===== config.mk =====
export PLATFORM = sky130hd
export DESIGN_NAME = ewbus_seq
export DESIGN_NICKNAME = d
export VERILOG_FILES = /design/src/rtl/ewbus_pkg.sv /design/src/rtl/ewbus_capture.sv /design/src/rtl/ewbus_ctrl.sv /design/src/rtl/ewbus_drive.sv /design/src/rtl/ewbus_seq.sv
export SDC_FILE = /design/constraint.sdc
export NUM_CORES = 1
export LEC_CHECK = 0
export BUFFER_PORTS_ARGS = -buffer_cell sky130_fd_sc_hd__buf_2
export CORE_UTILIZATION = 50
export CTS_CLUSTER_SIZE = 24
export DETAILED_ROUTE_END_ITERATION = 6
export PLACE_DENSITY = 0.86
export SLEW_MARGIN = 30
export SYNTH_ARGS = -nofsm -noshare
export SYNTH_HDL_FRONTEND = slang
export SYNTH_SLANG_ARGS = --single-unit

===== constraint.sdc =====
create_clock -name clk -period 4.5 [get_ports clk]
set_input_delay 0.225 -clock clk [delete_from_list [all_inputs] [get_ports clk]]
set_output_delay 0.225 -clock clk [all_outputs]
set_load 0.01 [all_outputs]

===== src/rtl/ewbus_pkg.sv =====
package ewbus_pkg;

   typedef enum logic [3:0] {
      S_IDLE,
      S_T1,
      S_WAIT,
      S_T2,
      S_T3,
      S_HOLD,
      S_TURN,
      S_R1,
      S_R2
   } seq_state_t;

endpackage


===== src/rtl/ewbus_capture.sv =====
module ewbus_capture #(
   parameter int ADDR_W = 16,
   parameter int DATA_W = 16,
   parameter int LANES  = 2,
   parameter int WAIT_W = 2,
   parameter int HOLD_W = 2
) (
   input  logic              clk,
   input  logic              rst_n,
   input  logic              load,
   input  logic [ADDR_W-1:0] in_addr,
   input  logic [DATA_W-1:0] in_data,
   input  logic [LANES-1:0]  in_be,
   input  logic [WAIT_W-1:0] in_wait,
   input  logic [HOLD_W-1:0] in_hold,
   output logic [ADDR_W-1:0] cap_addr,
   output logic [DATA_W-1:0] cap_data,
   output logic [LANES-1:0]  cap_be,
   output logic [WAIT_W-1:0] cap_wait,
   output logic [HOLD_W-1:0] cap_hold
);

   always_ff @(posedge clk or negedge rst_n) begin
      if (!rst_n) begin
         cap_addr <= '0;
         cap_data <= '0;
         cap_be   <= '0;
         cap_wait <= '0;
         cap_hold <= '0;
      end else if (load) begin
         cap_addr <= in_addr;
         cap_data <= in_data;
         cap_be   <= in_be;
         cap_wait <= in_wait;
         cap_hold <= in_hold;
      end
   end

endmodule


===== src/rtl/ewbus_ctrl.sv =====
module ewbus_ctrl
   import ewbus_pkg::*;
#(
   parameter int WAIT_W = 2,
   parameter int HOLD_W = 2
) (
   input  logic              clk,
   input  logic              rst_n,
   input  logic              early_en,
   input  logic              req_valid,
   input  logic              req_write,
   input  logic [WAIT_W-1:0] cap_wait,
   input  logic [HOLD_W-1:0] cap_hold,
   output seq_state_t        state,
   output logic              accept,
   output logic              req_ready,
   output logic              done
);

   localparam int CNT_W = (WAIT_W > HOLD_W) ? WAIT_W : HOLD_W;

   seq_state_t       nxt;
   logic [CNT_W-1:0] cnt, cnt_nxt;
   logic             tail, tail_nxt;
   logic             last_clk;

   assign req_ready = (state == S_IDLE) && (early_en || !req_write);
   assign accept    = req_valid && req_ready;

   always_comb begin
      last_clk = 1'b0;
      case (state)
         S_T3:    last_clk = (cap_hold == '0);
         S_HOLD:  last_clk = (cnt == '0);
         S_R2:    last_clk = 1'b1;
         default: last_clk = 1'b0;
      endcase
   end

   assign done = last_clk;

   always_comb begin
      nxt     = state;
      cnt_nxt = cnt;
      case (state)
         S_IDLE: begin
            if (accept) begin
               if (req_write)  nxt = S_T1;
               else if (tail)  nxt = S_TURN;
               else            nxt = S_R1;
            end
         end
         S_T1: begin
            cnt_nxt = CNT_W'(cap_wait) - CNT_W'(1);
            nxt     = (cap_wait != '0) ? S_WAIT : S_T2;
         end
         S_WAIT: begin
            cnt_nxt = cnt - CNT_W'(1);
            nxt     = (cnt == '0) ? S_T2 : S_WAIT;
         end
         S_T2: nxt = S_T3;
         S_T3: begin
            cnt_nxt = CNT_W'(cap_hold) - CNT_W'(1);
            nxt     = (cap_hold != '0) ? S_HOLD : S_IDLE;
         end
         S_HOLD: begin
            cnt_nxt = cnt - CNT_W'(1);
            nxt     = (cnt == '0) ? S_IDLE : S_HOLD;
         end
         S_TURN:  nxt = S_R1;
         S_R1:    nxt = S_R2;
         S_R2:    nxt = S_IDLE;
         default: nxt = S_IDLE;
      endcase
   end

   always_comb begin
      tail_nxt = tail;
      if (state == S_IDLE)
         tail_nxt = 1'b0;
      if (last_clk && (state != S_R2))
         tail_nxt = 1'b1;
   end

   always_ff @(posedge clk or negedge rst_n) begin
      if (!rst_n) begin
         state <= S_IDLE;
         cnt   <= '0;
         tail  <= 1'b0;
      end else begin
         state <= nxt;
         cnt   <= cnt_nxt;
         tail  <= tail_nxt;
      end
   end

endmodule


===== src/rtl/ewbus_drive.sv =====
module ewbus_drive
   import ewbus_pkg::*;
#(
   parameter int ADDR_W = 16,
   parameter int DATA_W = 16,
   parameter int LANES  = 2,
   parameter int HOLD_W = 2
) (
   input  logic              clk,
   input  logic              rst_n,
   input  seq_state_t        state,
   input  logic [ADDR_W-1:0] cap_addr,
   input  logic [DATA_W-1:0] cap_data,
   input  logic [LANES-1:0]  cap_be,
   input  logic [HOLD_W-1:0] cap_hold,
   input  logic [DATA_W-1:0] bus_din,
   output logic [ADDR_W-1:0] bus_addr,
   output logic [DATA_W-1:0] bus_dout,
   output logic              bus_doe,
   output logic              rd_n,
   output logic [LANES-1:0]  wr_n,
   output logic              cs_n,
   output logic [DATA_W-1:0] rdata
);

   logic strobe_phase;
   logic select_phase;
   logic read_phase;
   logic data_phase;

   assign strobe_phase = (state == S_T1) || (state == S_WAIT) || (state == S_T2);
   assign read_phase   = (state == S_R1) || (state == S_R2);
   assign select_phase = (state == S_WAIT) || (state == S_T2) || read_phase;
   assign data_phase   = (state == S_WAIT) || (state == S_T2) || (state == S_HOLD) ||
                         ((state == S_T3) && (cap_hold != '0));

   assign bus_addr = cap_addr;
   assign bus_dout = cap_data;
   assign bus_doe  = data_phase;
   assign rd_n     = !read_phase;
   assign cs_n     = !select_phase;

   for (genvar g = 0; g < LANES; g++) begin : g_lane
      assign wr_n[g] = !(strobe_phase && cap_be[g]);
   end

   always_ff @(posedge clk or negedge rst_n) begin
      if (!rst_n)
         rdata <= '0;
      else if (state == S_R2)
         rdata <= bus_din;
   end

endmodule


===== src/rtl/ewbus_seq.sv =====
module ewbus_seq
   import ewbus_pkg::*;
#(
   parameter int ADDR_W = 16,
   parameter int DATA_W = 16,
   parameter int WAIT_W = 2,
   parameter int HOLD_W = 2
) (
   input  logic                clk,
   input  logic                rst_n,
   input  logic                early_en,
   input  logic                req_valid,
   input  logic                req_write,
   input  logic [ADDR_W-1:0]   req_addr,
   input  logic [DATA_W-1:0]   req_wdata,
   input  logic [DATA_W/8-1:0] req_be,
   input  logic [WAIT_W-1:0]   req_wait,
   input  logic [HOLD_W-1:0]   req_hold,
   output logic                req_ready,
   output logic                done,
   output logic [DATA_W-1:0]   rdata,
   output logic [ADDR_W-1:0]   bus_addr,
   output logic [DATA_W-1:0]   bus_dout,
   output logic                bus_doe,
   input  logic [DATA_W-1:0]   bus_din,
   output logic                rd_n,
   output logic [DATA_W/8-1:0] wr_n,
   output logic                cs_n
);

   localparam int LANES = DATA_W / 8;

   if ((DATA_W % 8) != 0 || DATA_W < 8) begin : g_bad_data_w
      $error("ewbus_seq: DATA_W must be a nonzero multiple of 8");
   end
   if (ADDR_W < 1) begin : g_bad_addr_w
      $error("ewbus_seq: ADDR_W must be at least 1");
   end
   if (WAIT_W < 1 || HOLD_W < 1) begin : g_bad_cfg_w
      $error("ewbus_seq: WAIT_W and HOLD_W must be at least 1");
   end

   seq_state_t        state;
   logic              accept;
   logic [ADDR_W-1:0] cap_addr;
   logic [DATA_W-1:0] cap_data;
   logic [LANES-1:0]  cap_be;
   logic [WAIT_W-1:0] cap_wait;
   logic [HOLD_W-1:0] cap_hold;

   ewbus_capture #(
      .ADDR_W(ADDR_W), .DATA_W(DATA_W), .LANES(LANES),
      .WAIT_W(WAIT_W), .HOLD_W(HOLD_W)
   ) u_capture (
      .clk      (clk),
      .rst_n    (rst_n),
      .load     (accept),
      .in_addr  (req_addr),
      .in_data  (req_wdata),
      .in_be    (req_be),
      .in_wait  (req_wait),
      .in_hold  (req_hold),
      .cap_addr (cap_addr),
      .cap_data (cap_data),
      .cap_be   (cap_be),
      .cap_wait (cap_wait),
      .cap_hold (cap_hold)
   );

   ewbus_ctrl #(
      .WAIT_W(WAIT_W), .HOLD_W(HOLD_W)
   ) u_ctrl (
      .clk       (clk),
      .rst_n     (rst_n),
      .early_en  (early_en),
      .req_valid (req_valid),
      .req_write (req_write),
      .cap_wait  (cap_wait),
      .cap_hold  (cap_hold),
      .state     (state),
      .accept    (accept),
      .req_ready (req_ready),
      .done      (done)
   );

   ewbus_drive #(
      .ADDR_W(ADDR_W), .DATA_W(DATA_W), .LANES(LANES), .HOLD_W(HOLD_W)
   ) u_drive (
      .clk      (clk),
      .rst_n    (rst_n),
      .state    (state),
      .cap_addr (cap_addr),
      .cap_data (cap_data),
      .cap_be   (cap_be),
      .cap_hold (cap_hold),
      .bus_din  (bus_din),
      .bus_addr (bus_addr),
      .bus_dout (bus_dout),
      .bus_doe  (bus_doe),
      .rd_n     (rd_n),
      .wr_n     (wr_n),
      .cs_n     (cs_n),
      .rdata    (rdata)
   );

endmodule


==> results.toml, run 1 <==
[global_routing]
grt_max_degree = 62
grt_pass1_wl_um = 9280
grt_pass1_vias = 2051
grtUsageTotal_pct = 20.6
grt.overflow.total = 0
grt_antenna_before_repair = 0

[yosys]
yosysUniqueCellTypes = 38
synth_area_leaders = "dfrtp_1, mux2_2, mux2_4"
synth-seq-area-share_pct = 55.7
yosys.area.top_type_share_pct = 55.7
synth_seq_cells = 61
syn_area_per_cell_um2 = 13.5
synth_edf_count = 0
ys.flop_type = "dfrtp_1"
ys_warn_count = 0
synthesis.area_um2 = 2740
synth_top_cell_by_area = "dfrtp_1"
synth_cells = 203
syn_nets = 262
synth-async-reset-ratio_pct = 100

[die]
die_area_um2 = 5790
die_w_um = 76.1
die-height_um = 76.1
start_util_pct = 52.7
rows = 26
fp.coreArea_um2 = 5200
io_pins = 114

[final_layout]
insertedDiodeCount = 0
fin_util_pct = 67.5
area_growth_pct = 28.2
post_route_cells_drive_above_1_share_pct = 57.9
multi_input_area_um2 = 1130
fillers = 399
fin_nets = 375
regArea_um2 = 1530

[critical_path]
crit_required_ns = 4.28
crit_fanout = 19
r2r_start = "u_ctrl.state[1]"
critical_path_arrival_ns = 2.15
end_kind = "output port"
startpoint_type = "flop"
rrSetupSlack_ns = 2.32
critical_path_class = "reg -> out"
reg2reg_depth = 3
r2r-end = "u_capture.cap_data[6]"

[drt]
viasPerCell = 5.08
drt_iter0_drc = 130
post_drt_wl_per_cell_um = 14.5
drc = 0
firstDrtPassIters = 4
vias = 1987
drtAntennaViolNets = 0
drt-total-wl_um = 5680

[hold_path]
hp-class = "in -> async"

[timing]
fin_crit_sh_pct = 52.7
max_clock_freq_ghz = 0.421
rsz0062_at_grt = "false"
max-slew-margin-rel_pct = 48.0
hold_violations = 0
tightest_slew_ns = 0.780
fin_skew_ns = 0.00471
period_needed_ns = 2.37
finalSetupViolations = 0
worst_slack_ns = 2.13
slew_violations = 0
tns_ns = 0

[placed_design]
gp_congestion = 0.822
portBuffers = 113
dpl.hpwl_um = 4070
pre_cts_ws_ns = 2.30

[run]
max-cap-violations = 0

[clock_network]
cts_tree = "built"
clk_pin_slew_worst_paths_ns = 0.07
cts_resized = 0
postCtsHoldBufs = 0
cts_setup_buffers = 0
clock_sinks = 61
cts-htree-levels = 3
cts.path.max_buffers = 2
cts_buffers = 9
cts_root_buffer = "clkbuf_8"
insertion_delay_ns = 0.32

[power]
power_density_nw_per_um2 = 736
irDropWorstVdd_mv = 0.462
p_leak_nw = 1.83

[status]
status = "finished clean"
[worst max-delay path, cell delays in order, from the launching register on]
cell and delay (ns):
dfrtp_1 0.60, nor2_1 0.23, and3_1 0.69, nand2b_1 0.19, buf_2 0.13
[cells in the mapped netlist, types with 4 or more instances]
master and count:
a21oi_1 8, nand2_1 11, nor3_1 4, and2_1 4
buf_2 4, mux2_4 20, nor2_1 10, buf_6 5
o21ai_0 5, dfrtp_1 61, nand2b_1 5, mux2_2 34
[where the power goes]
part           total (W)  leakage [nW]  internal, W  switching (W)
combinational    0.00109         0.973     0.000597       0.000489
clock           0.000465         0.103     0.000267       0.000198
sequential       0.00104         0.751     0.000822       0.000217
total            0.00259          1.83      0.00169       0.000903
[layout by cell type (no fill, tap or decap), types with 2 or more instances in the layout]
master    count
buf_2       113
dfrtp_1      61
mux2_2       34
mux2_4       20
nand2_1      11
nor2_1       10
clkbuf_8     10
a21oi_1       8
nand2b_1      5
o21ai_0       5
and2_1        4
nor3_1        4
clkinv_2      4
and3_1        2
nor2b_1       2
inv_1         2
a31oi_1       2
o21ai_1       2
[area by class of cell]
cell class / instances / share of cell area [%]
sequential: 61 / 43.4
tap: 70 / 2.49
clock inverter: 5 / 1.42
inverter: 3 / 0.320
clock buffer: 11 / 4.02
timing repair buffer: 114 / 16.3
multi-input combinational: 127 / 32.0
[flip-flops by register name (all words and copies together) (netlist names), 2 cells and up]
| name | flops |
|---|---|
| u_capture.cap_addr | 16 |
| u_capture.cap_be | 2 |
| u_capture.cap_data | 16 |
| u_capture.cap_hold | 2 |
| u_capture.cap_wait | 2 |
| u_ctrl.cnt | 2 |
| u_ctrl.state | 4 |
| u_drive.rdata | 16 |
[kinds of logic (layout without fill, tap and decap cells)]
group / after synthesis / in the layout / synth area share [%]
mux: 54 / 54 / 24.9
simple gates: 46 / 46 / 9.31
buf+inv: 15 / 133 / 3.74
flops: 61 / 61 / 55.7
compound gates: 26 / 26 / 6.07
xor+xnor: 1 / 1 / 0.319
[layer usage]
| layer | up-vias | GRT usage, % | share of wire (%) |
|---|---|---|---|
| li1 | 943 | - | - |
| met1 | 941 | 25.4 | 42 |
| met2 | 95 | 33.7 | 49 |
| met3 | 8 | 6.95 | 7.7 |
| met4 | 0 | 7.50 | 1.3 |
| met5 | - | 0 | 0 |
[worst max path at each step]
stage                    start                      to  slack (ns)  cells past startpoint
2_1_floorplan  u_ctrl.state[0]                    done        2.91                      4
3_3_place_gp   u_ctrl.state[3]  u_capture.cap_addr[13]        1.90                      3
3_5_place_dp   u_ctrl.state[3]   u_capture.cap_data[6]        2.30                      3
4_1_cts        u_ctrl.state[1]                    done        2.08                      4
5_1_grt        u_ctrl.state[1]                    done        1.92                      4
6_report       u_ctrl.state[1]                    done        2.13                      4
[stage by stage]
step | std cells | instance area (um2) | power, W | hold WS (ns)
2_1_floorplan | 203 | 2740 | 0.00176 | -0.0706
3_3_place_gp | 375 | 3320 | 0.00208 | 0.419
3_5_place_dp | 375 | 3320 | 0.00213 | 0.442
4_1_cts | 391 | 3520 | 0.00261 | 0.0853
5_1_grt | 391 | 3520 | 0.00276 | 0.109
6_report | 391 | 3520 | 0.00259 | 0.0621
No activity file was read; power rests on OpenSTA's default activity.
==> inputs of run 2 (changes only) <==
- CORE_UTILIZATION: 50 -> 43
- PLACE_DENSITY: 0.86 -> 0.79
- clock period: 4.5 -> 2.1 ns (I/O delays scaled with it)
==> run 2 against run 1 <==
Worst setup slack got worse by 2.0 ns. Register-to-register slack got worse by 2.0 ns. Count of clock-buffer cells in the layout increased by 1. Critical path type unchanged. Largest power group unchanged.
==> results.toml, run 2 (synthesis gave the netlist of run 1 again) <==
[critical_path]
end_kind = "output port"
critical_path_class = "reg -> out"
crit_start = "u_ctrl.state[0]"
r2r_start = "u_ctrl.state[3]"
crit_required_ns = 2.00
crit_fanout = 19
critical_path_arrival_ns = 1.88
startpoint_type = "flop"

[final_layout]
reg.largest.list = "u_capture.cap_addr: 16 flops, u_capture.cap_data: 16 flops, u_drive.rdata: 16 flops"
fin_nets = 419
fillers = 428
fin_cells = 440
post_route_cells_drive_above_1_share_pct = 51.8
insertedDiodeCount = 0
area_growth_pct = 44.5
layout_commonest_cell = "buf_2"
final_cell_mix = "buf_2, dfrtp_1, dlygate4sd3_1, mux2_2, mux2_4"
design_area_um2 = 3960

[power]
p_switching_w = 0.00206
p_int_w = 0.00369
pwr-share-clk_pct = 17.8
power_w = 0.00575
p_leak_nw = 2.01
irDropWorstVdd_mv = 0.847
p_sw_share_pct = 35.8
pwr-share-seq_pct = 39.1
power_density_nw_per_um2 = 1450
power_frac_comb_pct = 43.0

[clock_network]
cts_root_buffer = "clkbuf_8"
clock_sinks = 61
insertion_delay_ns = 0.34
cts_tree = "built"
cts-htree-levels = 3
cts.path.max_buffers = 2
cts_buffers = 9
clk_pin_slew_worst_paths_ns = 0.07

[timing]
tightest_slew_ns = 0.730
max_clock_freq_ghz = 0.504
worst_slack_ns = 0.117
fin_skew_ns = 0.0131
slew_violations = 0
hold_violations = 0
rsz0062_at_grt = "false"
fin_crit_sh_pct = 94.4
finalSetupViolations = 0
period_needed_ns = 1.98
max-slew-margin-rel_pct = 51.3
tns_ns = 0

[placed_design]
gp_congestion = 0.882
pre_cts_ws_ns = 0.364
dp_cells = 383
dpl.hpwl_um = 4090
portBuffers = 113
dpl_cell_area_um2 = 3360

[global_routing]
grt_antenna_before_repair = 0
grt_pass1_wl_um = 11400
grtUsageTotal_pct = 23.3
grt_pass1_vias = 2316
grt.overflow.total = 0
grt_max_degree = 62

[drt]
drt_iter0_drc = 124
post_drt_wl_per_cell_um = 16.3
firstDrtPassIters = 4
viasPerCell = 5.08
vias = 2233
drtAntennaViolNets = 0
drc = 0
drt-total-wl_um = 7160

[run]
max-cap-violations = 0

[die]
die-height_um = 81.9
start_util_pct = 45.5
die_w_um = 81.9
die_area_um2 = 6700
fp.coreArea_um2 = 6030
rows = 28
io_pins = 114

[hold_path]
worstHoldStart = "req_wait[0]"
hp-class = "in -> reg"

[status]
status = "finished clean"
run 2: per-stage QoR:
stage | hold WS (ns) | utilization, %
floorplan | -0.191 | -
global placement | 0.300 | 55.7
detailed placement | 0.301 | 55.7
CTS | 0.000455 | 65.7
global route | 0.00530 | 65.8
finish | 0.00714 | 65.8
run 2: metal layers:
metal / wire length (um) / GRT usage (%) / share of wire [%] / vias up
li1: - / - / - / 1033
met3: 547 / 5.67 / 7.6 / 14
met5: 0 / 0 / 0 / -
met1: 3030 / 29.3 / 42 / 1085
met4: 128 / 10.5 / 1.8 / 0
met2: 3460 / 37.9 / 48 / 101
run 2: cell type report:
type	count	area, um2	share of cell area, %
Sequential cell	61	1530	38.6
Inverter	3	11.3	0.284
Clock inverter	4	47.5	1.20
Timing Repair Buffer	158	1020	25.7
Tap cell	75	93.8	2.37
Clock buffer	12	145	3.66
Multi-Input combinational cell	127	1120	28.2
run 2: worst paths after layout:
path / to / slack (ns) / cells past startpoint
max in group asynchronous: u_ctrl.state[0] / 1.11 / 3
worst min register to register: u_drive.rdata[10] / 0.51 / 1
min in group asynchronous: u_capture.cap_addr[11] / 0.46 / 3
worst max register to register: u_capture.cap_addr[11] / 0.35 / 4
worst min-delay path: u_capture.cap_wait[0] / 0.007 / 2
worst max-delay path: done / 0.12 / 4
run 2: power groups by stage:
stage / Combinational [W] / Sequential (W) / Clock [W]
CTS: 0.00244 / 0.00221 / 0.00103
finish: 0.00247 / 0.00225 / 0.00103
floorplan: 0.00147 / 0.00229 / 0
global placement: 0.00233 / 0.00219 / 0
global route: 0.00269 / 0.00233 / 0.00110
detailed placement: 0.00239 / 0.00220 / 0
run 2: worst max-delay path: stages (launching register included):
cell	delay (ns)
dfrtp_2	0.52
or3_1	0.43
a2111o_1	0.40
nand2b_1	0.08
buf_2	0.12
run 2: what timing repair did:
item                                    in CTS  in global routing
endpoints found under the setup margin       0                  2
hold buffers                                41                  0
setup buffers                                0                  0
endpoints found under the hold margin      101                  0
gates resized for setup                      0                  1
